`config.mk`:
```
export PLATFORM = sky130hd
export DESIGN_NAME = mem_bus_ctrl
export DESIGN_NICKNAME = d
export VERILOG_FILES = /design/src/rtl/mbc_pkg.sv /design/src/rtl/mbc_fsm.sv /design/src/rtl/mbc_datapath.sv /design/src/rtl/mem_bus_ctrl.sv
export SDC_FILE = /design/constraint.sdc
export NUM_CORES = 1
export LEC_CHECK = 0
export ABC_AREA = 0
export CAP_MARGIN = 40
export CORE_UTILIZATION = 30
export DETAILED_ROUTE_END_ITERATION = 10
export PLACE_DENSITY = 0.7
export SLEW_MARGIN = 10
export SYNTH_ARGS = -nofsm -noshare
export SYNTH_HDL_FRONTEND = slang
export SYNTH_HIERARCHICAL = 1
export SYNTH_SLANG_ARGS = --single-unit
```
`constraint.sdc`:
```
create_clock -name clk_i -period 2.78 [get_ports clk_i]
set_input_delay 0.556 -clock clk_i [delete_from_list [all_inputs] [get_ports clk_i]]
set_output_delay 0.556 -clock clk_i [all_outputs]
set_load 0.05 [all_outputs]
```
`src/rtl/mbc_pkg.sv`:
```
package mbc_pkg;
  typedef enum logic [2:0] {
    ST_IDLE  = 3'd0,
    ST_REQ   = 3'd1,
    ST_XFER  = 3'd2,
    ST_RWAIT = 3'd3,
    ST_DONE  = 3'd4
  } mbc_state_e;
endpackage

```
`src/rtl/mbc_fsm.sv`:
```
module mbc_fsm
  import mbc_pkg::*;
(
  input  logic clk_i,
  input  logic rst_ni,
  input  logic cpu_rd_i,
  input  logic cpu_wr_i,
  input  logic mem_gnt_ni,
  input  logic mem_rvalid_i,
  output logic accept_o,
  output logic op_wr_o,
  output logic capture_o,
  output logic cpu_wait_o,
  output logic mem_req_no,
  output logic mem_strobe_no,
  output logic mem_wsel_no
);
  mbc_state_e state_q, state_d;
  logic       op_wr_q;

  assign accept_o  = (state_q == ST_IDLE) && (cpu_rd_i || cpu_wr_i);
  assign capture_o = !op_wr_q && mem_rvalid_i &&
                     ((state_q == ST_XFER) || (state_q == ST_RWAIT));
  assign op_wr_o   = op_wr_q;

  always_comb begin
    state_d = state_q;
    unique case (state_q)
      ST_IDLE:  if (accept_o) state_d = ST_REQ;
      ST_REQ:   if (!mem_gnt_ni) state_d = ST_XFER;
      ST_XFER:  state_d = (op_wr_q || capture_o) ? ST_DONE : ST_RWAIT;
      ST_RWAIT: if (capture_o) state_d = ST_DONE;
      ST_DONE:  state_d = ST_IDLE;
      default:  state_d = ST_IDLE;
    endcase
  end

  always_ff @(posedge clk_i or negedge rst_ni) begin
    if (!rst_ni) begin
      state_q <= ST_IDLE;
      op_wr_q <= 1'b0;
    end else begin
      state_q <= state_d;
      // read wins when both levels are raised
      if (accept_o) op_wr_q <= cpu_wr_i && !cpu_rd_i;
    end
  end

  assign mem_req_no    = (state_q != ST_REQ);
  assign mem_strobe_no = (state_q != ST_XFER);
  assign mem_wsel_no   = !((state_q == ST_XFER) && op_wr_q);
  assign cpu_wait_o    = (state_q == ST_REQ) || (state_q == ST_XFER) ||
                         (state_q == ST_RWAIT);

  a_r2_wait_after_req: assert property (@(posedge clk_i) disable iff (!rst_ni)
    ((state_q == ST_IDLE) && (cpu_rd_i || cpu_wr_i)) |=> (cpu_wait_o && !mem_req_no));
  a_r3_strobe_after_grant: assert property (@(posedge clk_i) disable iff (!rst_ni)
    $fell(mem_strobe_no) |-> ($past(!mem_gnt_ni) && $past(!mem_req_no)));
  a_r4_req_released: assert property (@(posedge clk_i) disable iff (!rst_ni)
    !mem_strobe_no |-> mem_req_no);
  a_r5_strobe_one_cycle: assert property (@(posedge clk_i) disable iff (!rst_ni)
    !mem_strobe_no |=> mem_strobe_no);
endmodule

```
`src/rtl/mbc_datapath.sv`:
```
module mbc_datapath #(
  parameter int unsigned CPU_ADDR_W = 26,
  parameter int unsigned DATA_W     = 32,
  parameter int unsigned OFF_W      = 2,
  localparam int unsigned MEM_ADDR_W = CPU_ADDR_W - OFF_W
) (
  input  logic                  clk_i,
  input  logic                  rst_ni,
  input  logic                  accept_i,
  input  logic                  capture_i,
  input  logic [CPU_ADDR_W-1:0] cpu_addr_i,
  input  logic [DATA_W-1:0]     cpu_wdata_i,
  input  logic [DATA_W-1:0]     mem_rdata_i,
  output logic [DATA_W-1:0]     cpu_rdata_o,
  output logic [MEM_ADDR_W-1:0] mem_addr_o,
  output logic [DATA_W-1:0]     mem_wdata_o
);
  always_ff @(posedge clk_i or negedge rst_ni) begin
    if (!rst_ni) begin
      mem_addr_o  <= '0;
      mem_wdata_o <= '0;
      cpu_rdata_o <= '0;
    end else begin
      if (accept_i) begin
        mem_addr_o  <= cpu_addr_i[CPU_ADDR_W-1:OFF_W];
        mem_wdata_o <= cpu_wdata_i;
      end
      if (capture_i) cpu_rdata_o <= mem_rdata_i;
    end
  end
endmodule

```
`src/rtl/mem_bus_ctrl.sv`:
```
module mem_bus_ctrl #(
  parameter int unsigned CPU_ADDR_W = 26,
  parameter int unsigned DATA_W     = 32,
  parameter int unsigned OFF_W      = 2,
  localparam int unsigned MEM_ADDR_W = CPU_ADDR_W - OFF_W
) (
  input  logic                  clk_i,
  input  logic                  rst_ni,
  input  logic [CPU_ADDR_W-1:0] cpu_addr_i,
  input  logic                  cpu_rd_i,
  input  logic                  cpu_wr_i,
  input  logic [DATA_W-1:0]     cpu_wdata_i,
  output logic [DATA_W-1:0]     cpu_rdata_o,
  output logic                  cpu_wait_o,
  output logic                  mem_req_no,
  input  logic                  mem_gnt_ni,
  output logic                  mem_strobe_no,
  output logic                  mem_wsel_no,
  output logic [MEM_ADDR_W-1:0] mem_addr_o,
  output logic [DATA_W-1:0]     mem_wdata_o,
  input  logic [DATA_W-1:0]     mem_rdata_i,
  input  logic                  mem_rvalid_i
);
  logic accept, capture, op_wr;

  mbc_fsm u_fsm (
    .clk_i        (clk_i),
    .rst_ni       (rst_ni),
    .cpu_rd_i     (cpu_rd_i),
    .cpu_wr_i     (cpu_wr_i),
    .mem_gnt_ni   (mem_gnt_ni),
    .mem_rvalid_i (mem_rvalid_i),
    .accept_o     (accept),
    .op_wr_o      (op_wr),
    .capture_o    (capture),
    .cpu_wait_o   (cpu_wait_o),
    .mem_req_no   (mem_req_no),
    .mem_strobe_no(mem_strobe_no),
    .mem_wsel_no  (mem_wsel_no)
  );

  mbc_datapath #(
    .CPU_ADDR_W(CPU_ADDR_W),
    .DATA_W    (DATA_W),
    .OFF_W     (OFF_W)
  ) u_dp (
    .clk_i      (clk_i),
    .rst_ni     (rst_ni),
    .accept_i   (accept),
    .capture_i  (capture),
    .cpu_addr_i (cpu_addr_i),
    .cpu_wdata_i(cpu_wdata_i),
    .mem_rdata_i(mem_rdata_i),
    .cpu_rdata_o(cpu_rdata_o),
    .mem_addr_o (mem_addr_o),
    .mem_wdata_o(mem_wdata_o)
  );

  a_r10_rdata_only_on_done: assert property (@(posedge clk_i) disable iff (!rst_ni)
    !$stable(cpu_rdata_o) |-> $fell(cpu_wait_o));
  a_r9_bus_idle_without_wait: assert property (@(posedge clk_i) disable iff (!rst_ni)
    !cpu_wait_o |-> (mem_req_no && mem_strobe_no && mem_wsel_no));
  a_r7_read_wsel_high: assert property (@(posedge clk_i) disable iff (!rst_ni)
    (!mem_strobe_no && !op_wr) |-> mem_wsel_no);
endmodule

```
### Word-level counts from Yosys, hierarchy flattened

Cells that the tools add are included.

| storage, ports and cells | value |
|---|---|
| bits in registers | 92 |
| latch bits | 0 |
| RAM bits | 0 |
| memory bits (read-only) | 0 |
| bits of input ports | 96 |
| memories | 0 |

| operators by class | value |
|---|---|
| $add $sub $neg | 0 |
| multipliers | 0 |
| divide/modulo/power cells | 0 |
| magnitude comparators | 0 |
| eq/ne operators | 8 |
| shift operators | 0 |
| multiplexer cells | 5 |
| bitwise logic cells | 0 |
| reductions and logical operators | 15 |

Operators with widths:

| kind | number |
|---|---|
| 3-bit two-way mux | 4 |
| 3-bit case mux with 4 select lines | 1 |
| 3-bit by 2-bit equality test with 1-bit output (second input constant) | 2 |
| 1-bit logical AND | 5 |
| 1-bit logical OR | 5 |
| 2-bit != test (second input constant) | 2 |
| 3-bit by 1-bit equality test with 1-bit output (second input constant) | 1 |
| 1-bit logical NOT | 3 |
| 3-bit logical NOT | 1 |
| 3-bit by 1-bit != test with 1-bit output (second input constant) | 1 |
| 3-bit by 2-bit != test with 1-bit output (second input constant) | 1 |
| 3-bit AND reduction | 1 |
| 2-bit by 1-bit != test with 1-bit output (second input constant) | 1 |

### Depth between registers and ports, before layout

| logic depth | value |
|---|---|
| word-level depth | 6 |
| depth in mapped cells | 5 |

### Modules after synthesis

Netlist, hierarchy kept.

By module, submodules not included:

| module | instances | cells an instance | area an instance (um^2) | sequential area each (um^2) |
|---|---|---|---|---|
| mbc_datapath | 1 | 186 | 3443.3 | 2202.1 |
| mbc_fsm | 1 | 29 | 242.7 | 100.1 |

### Worst setup path after synthesis

No wires, ideal clock.

| path | value |
|---|---|
| path type | reg2out |
| start point | reg u_fsm.state_q[1] |
| end point | out cpu_wait_o |
| data arrival time | 1127 ps |
| data required time | 2224 ps |
| setup slack | 1097 ps |
| cell stages (with the launch flop) | 3 |
| path through | dfrtp_1 -> nor2_1 -> nor2_1 |

| on the way | value |
|---|---|
| cells in the longest elaborated chain, start to end | 3 |
| elaborated cells on any way between the ends | 5 |
| those cells by class | 3 x eq/ne; 2 x reduce/logical |

Ends and longest elaborated chain:

| item | RTL line | text |
|---|---|---|
| start: declaration | mbc_fsm.sv:18 | `mbc_state_e state_q, state_d;` |
| start signal: assignment | mbc_fsm.sv:43 | `state_q <= state_d;` |
| 3-bit by 1-bit equality test with 1-bit output / 3-bit by 2-bit equality test with 1-bit output (equally long branches) | mbc_fsm.sv:52 | `assign cpu_wait_o = (state_q == ST_REQ) \|\| (state_q == ST_XFER) \|\|` |
| 1-bit logical OR | mbc_fsm.sv:52 |  |
| 1-bit logical OR * | mbc_fsm.sv:52 |  |
| end: declaration | mem_bus_ctrl.sv:14 | `output logic cpu_wait_o,` |

Mark *: on every way between the ends. The rest lies on a longest branch, timed or not.

### Worst setup path in the final report

| path | value |
|---|---|
| start point | reg u_fsm.state_q[2] |
| end point | out mem_wsel_no |

| on the way | value |
|---|---|
| cells in the longest elaborated chain, start to end | 3 |

Ends and longest elaborated chain:

| item | RTL line | text |
|---|---|---|
| 3-bit by 2-bit equality test with 1-bit output | mbc_fsm.sv:51 | `assign mem_wsel_no = !((state_q == ST_XFER) && op_wr_q);` |
| 1-bit logical AND | mbc_fsm.sv:51 |  |
| 1-bit logical NOT | mbc_fsm.sv:51 |  |
| end: declaration | mem_bus_ctrl.sv:18 | `output logic mem_wsel_no,` |

Every way passes these cells.

==> results.md <==
Floorplanning:
- The floorplan row count is 40.
- The floorplan step set the die width to 113 um.
- The die outline height is 113 um.
- The die area is 12700 sq um.
- Pin placement for this block handled 188 I/O pins.
- The core area is 12000 sq um.
- The starting utilization of the core area is 30.7%.

Clocking:
- Post-CTS timing repair inserted 0 buffers for setup.
- Clock-pin slew was measured on the worst setup and hold paths at 0.06 ns.
- TritonCTS built the clock tree.
- The library cell used as clock root buffer is sky130_fd_sc_hd__clkbuf_16.
- The maximum root-to-sink buffer count is 2.
- Clock tree synthesis inserted a total of 9 buffers.
- CTS saw 92 sinks.
- In this run, post-CTS repair resized a total of 0 instances.
- The number of buffers inserted by hold repair at cts is 0.
- The source-to-sink clock delay at the later pin of the worst-skew pair is 0.34 ns.
- The number of levels the H-tree was split into is 3.

Cells and area:
- The final layout contains 501 nets.
- In the final layout, flip-flops and latches occupy 2300 sq um.
- The antenna diode count is 0.
- The multi-input logic area is 1290 sq um.
- The fraction of final layout cells with drive strength greater than 1 is 26.9%.
- The layout has 1094 filler cells.
- The area growth from synthesis to final layout is 61.9%.

Yosys:
- The adder-cell area share of the yosys netlist is 0%.
- The main combinational cell family by area after synthesis is multiplexers.
- The flip-flop and latch count after synthesis is 92.
- Counting distinct cell types in the post-synthesis netlist gives 20.
- The simple-gate share of the synthesized area is 2.61%.
- For this run, the register share of the synthesized area comes to 62.5%.
- A synthesized cell averages 17.1 sq um.
- In the synthesized netlist, mux cells make up 31.0% of the area.
- Summing the areas of all compound-gate instances in the mapped netlist gives 1.15% of the synthesized area.
- The mapped netlist covers 3690 sq um.
- After technology mapping, the gate count stands at 215.
- Counting every net in the synthesized netlist gives 311.
- The total number of yosys warnings is 6.
- Summing the areas of all xor and xnor instances in the mapped netlist gives 0% of the synthesized area.

STA:
- Of the available clock period, the critical path in the final layout requires 90.2%.
- The final max-slew violation count is 0.
- The final number of hold-violating endpoints is 0.
- The worst path in the final design needs a cycle of 2.51 ns, including I/O delays and setup.
- The pin slew with the least headroom to its limit is 0.549 ns.
- The post-route clock skew is 0.00625 ns.
- The total negative setup slack is 0 ns.
- Setup violations remaining at the end of the flow were counted as 0.
- The worst slew slack as a fraction of its limit is 63.3%.
- The peak clock frequency supported by timing is 399 MHz.
- Setup repair after global routing left no endpoint under its margin.

Setup path:
- STA classifies the critical path startpoint as a flip-flop.
- The critical path required time is 2.22 ns.
- The critical path is of the reg2out type.
- The critical path arrival is 1.95 ns.
- STA classifies the critical path endpoint as an output pin.
- The maximum net fanout on the critical path is 5.

Placement:
- The placed wire-length estimate is 5960 um.
- The placer congestion estimate is 0.726.
- During placement, the flow inserted port buffers numbering 185.

Drt:
- Once detail routing completed, the nets flagged for antenna violations numbered 0.
- The number of DRC markers after the initial detailed-route iteration is 59.
- The total wirelength of the detailed-routed design is 8360 um.
- The average wire length per cell after detail routing is 15.0 um.
- In the routed layout, each cell is associated on average with a via count of 4.46.
- After detailed routing, the number of remaining DRC violations is 0.
- The detailed-routing iteration count for the pre-antenna-repair pass is 4.
- For this block, the via count after detailed routing is 2479.

GRT:
- The number of global-route vias before repair came to 2707.
- The largest net degree at the start of global routing is 93.
- The initial antenna violation count is 0.
- For this run the aggregate overflow at the end of global routing stands at 0.
- The total track usage is 13.9%.
- The first-pass GRT wire length is 13600 um.

Flow run:
- The tool flagged a number of max-cap violations equal to 0.

Run status:
- The run finished with clean final reports.

Worst hold path:
- The path type of the worst min-delay path is in2async.
==> routing by layer <==
metal / up-vias / track usage (%) / wire (um)
met4: 0 / 6.93 / 157
met1: 1216 / 16.6 / 3580
met3: 11 / 4.55 / 715
li1: 1131 / - / -
met5: - / 0 / 0
met2: 121 / 22.6 / 3910
==> metrics by stage <==
step	hold WS [ns]	utilization [%]	area, sq um	setup WS, ns	std cells
finish	0.251	49.7	5970	0.273	556
global placement	0.467	47.4	5700	0.575	541
global route	0.293	49.7	5970	0.209	556
CTS	0.271	49.7	5970	0.248	556
detailed placement	0.474	47.4	5700	0.536	541
floorplan	0.260	-	3690	1.10	215
==> synthesized netlist by cell type, drive strengths merged <==
cell,count,area (sq um)
dfrtp,92,2300
mux2,88,1140
buf,10,100
nor2,6,22.5
nand2b,5,36.3
a21oi,3,15.0
nand2,2,7.51
nor3,2,15.0
a32oi,1,8.76
inv,1,3.75
o21a,1,7.51
o21ai,1,5.00
o22ai,1,6.26
or2,1,6.26
or2b,1,8.76
==> critical path, stage by stage (launching register included) <==
cell	delay [ns]
sky130_fd_sc_hd__dfrtp_1	0.43
sky130_fd_sc_hd__nand2b_2	0.25
sky130_fd_sc_hd__or2_1	0.24
sky130_fd_sc_hd__clkdlybuf4s50_1	0.70
==> state kept, by name, indices dropped and copies added, names as in the netlist <==
signal / cells
u_dp/mem_wdata_o: 32
u_dp/mem_addr_o: 24
u_fsm/state_q: 3
u_dp/cpu_rdata_o: 32
u_fsm/op_wr_o: 1
==> final cells by class <==
class	count	area share, %
Multi-Input combinational cell	112	21.6
Tap cell	147	3.08
Inverter	1	0.0629
Timing Repair Buffer	189	32.1
Clock inverter	2	0.168
Clock buffer	13	4.36
Sequential cell	92	38.6
==> cell families (layout without fill, tap and decap cells) <==
group	after synthesis	after routing
and+or+nand+nor	17	17
buffers and inverters	11	205
DFF	92	92
muxes	88	88
AOI/OAI and AO/OA	7	7
==> final timing paths <==
check	from	to	slack [ns]	depth (start not counted)
hold / removal	rst_ni	u_dp/cpu_rdata_o[19]	0.25	2
min in group clk_i	u_dp/cpu_rdata_o[4]	u_dp/cpu_rdata_o[4]	0.48	1
setup / recovery	u_fsm/state_q[2]	mem_wsel_no	0.27	3
setup reg to reg	u_fsm/state_q[2]	u_dp/mem_wdata_o[7]	0.94	4
max in group asynchronous	rst_ni	u_dp/mem_wdata_o[13]	2.16	2
hold reg to reg	u_dp/cpu_rdata_o[4]	u_dp/cpu_rdata_o[4]	0.48	1
==> placed cells by master (no fill, tap or decap), drive strengths merged, types with 3 or more instances in the layout <==
cell / Yosys / routed
mux2: 88 / 88
buf: 10 / 5
nor2: 6 / 6
clkbuf: 0 / 13
dfrtp: 92 / 92
nand2b: 5 / 5
a21oi: 3 / 3
clkdlybuf4s50: 0 / 184
Power is left out: the tool's default activity adds up to more than one toggle a clock period on the data nets, which glitch-free logic cannot reach.
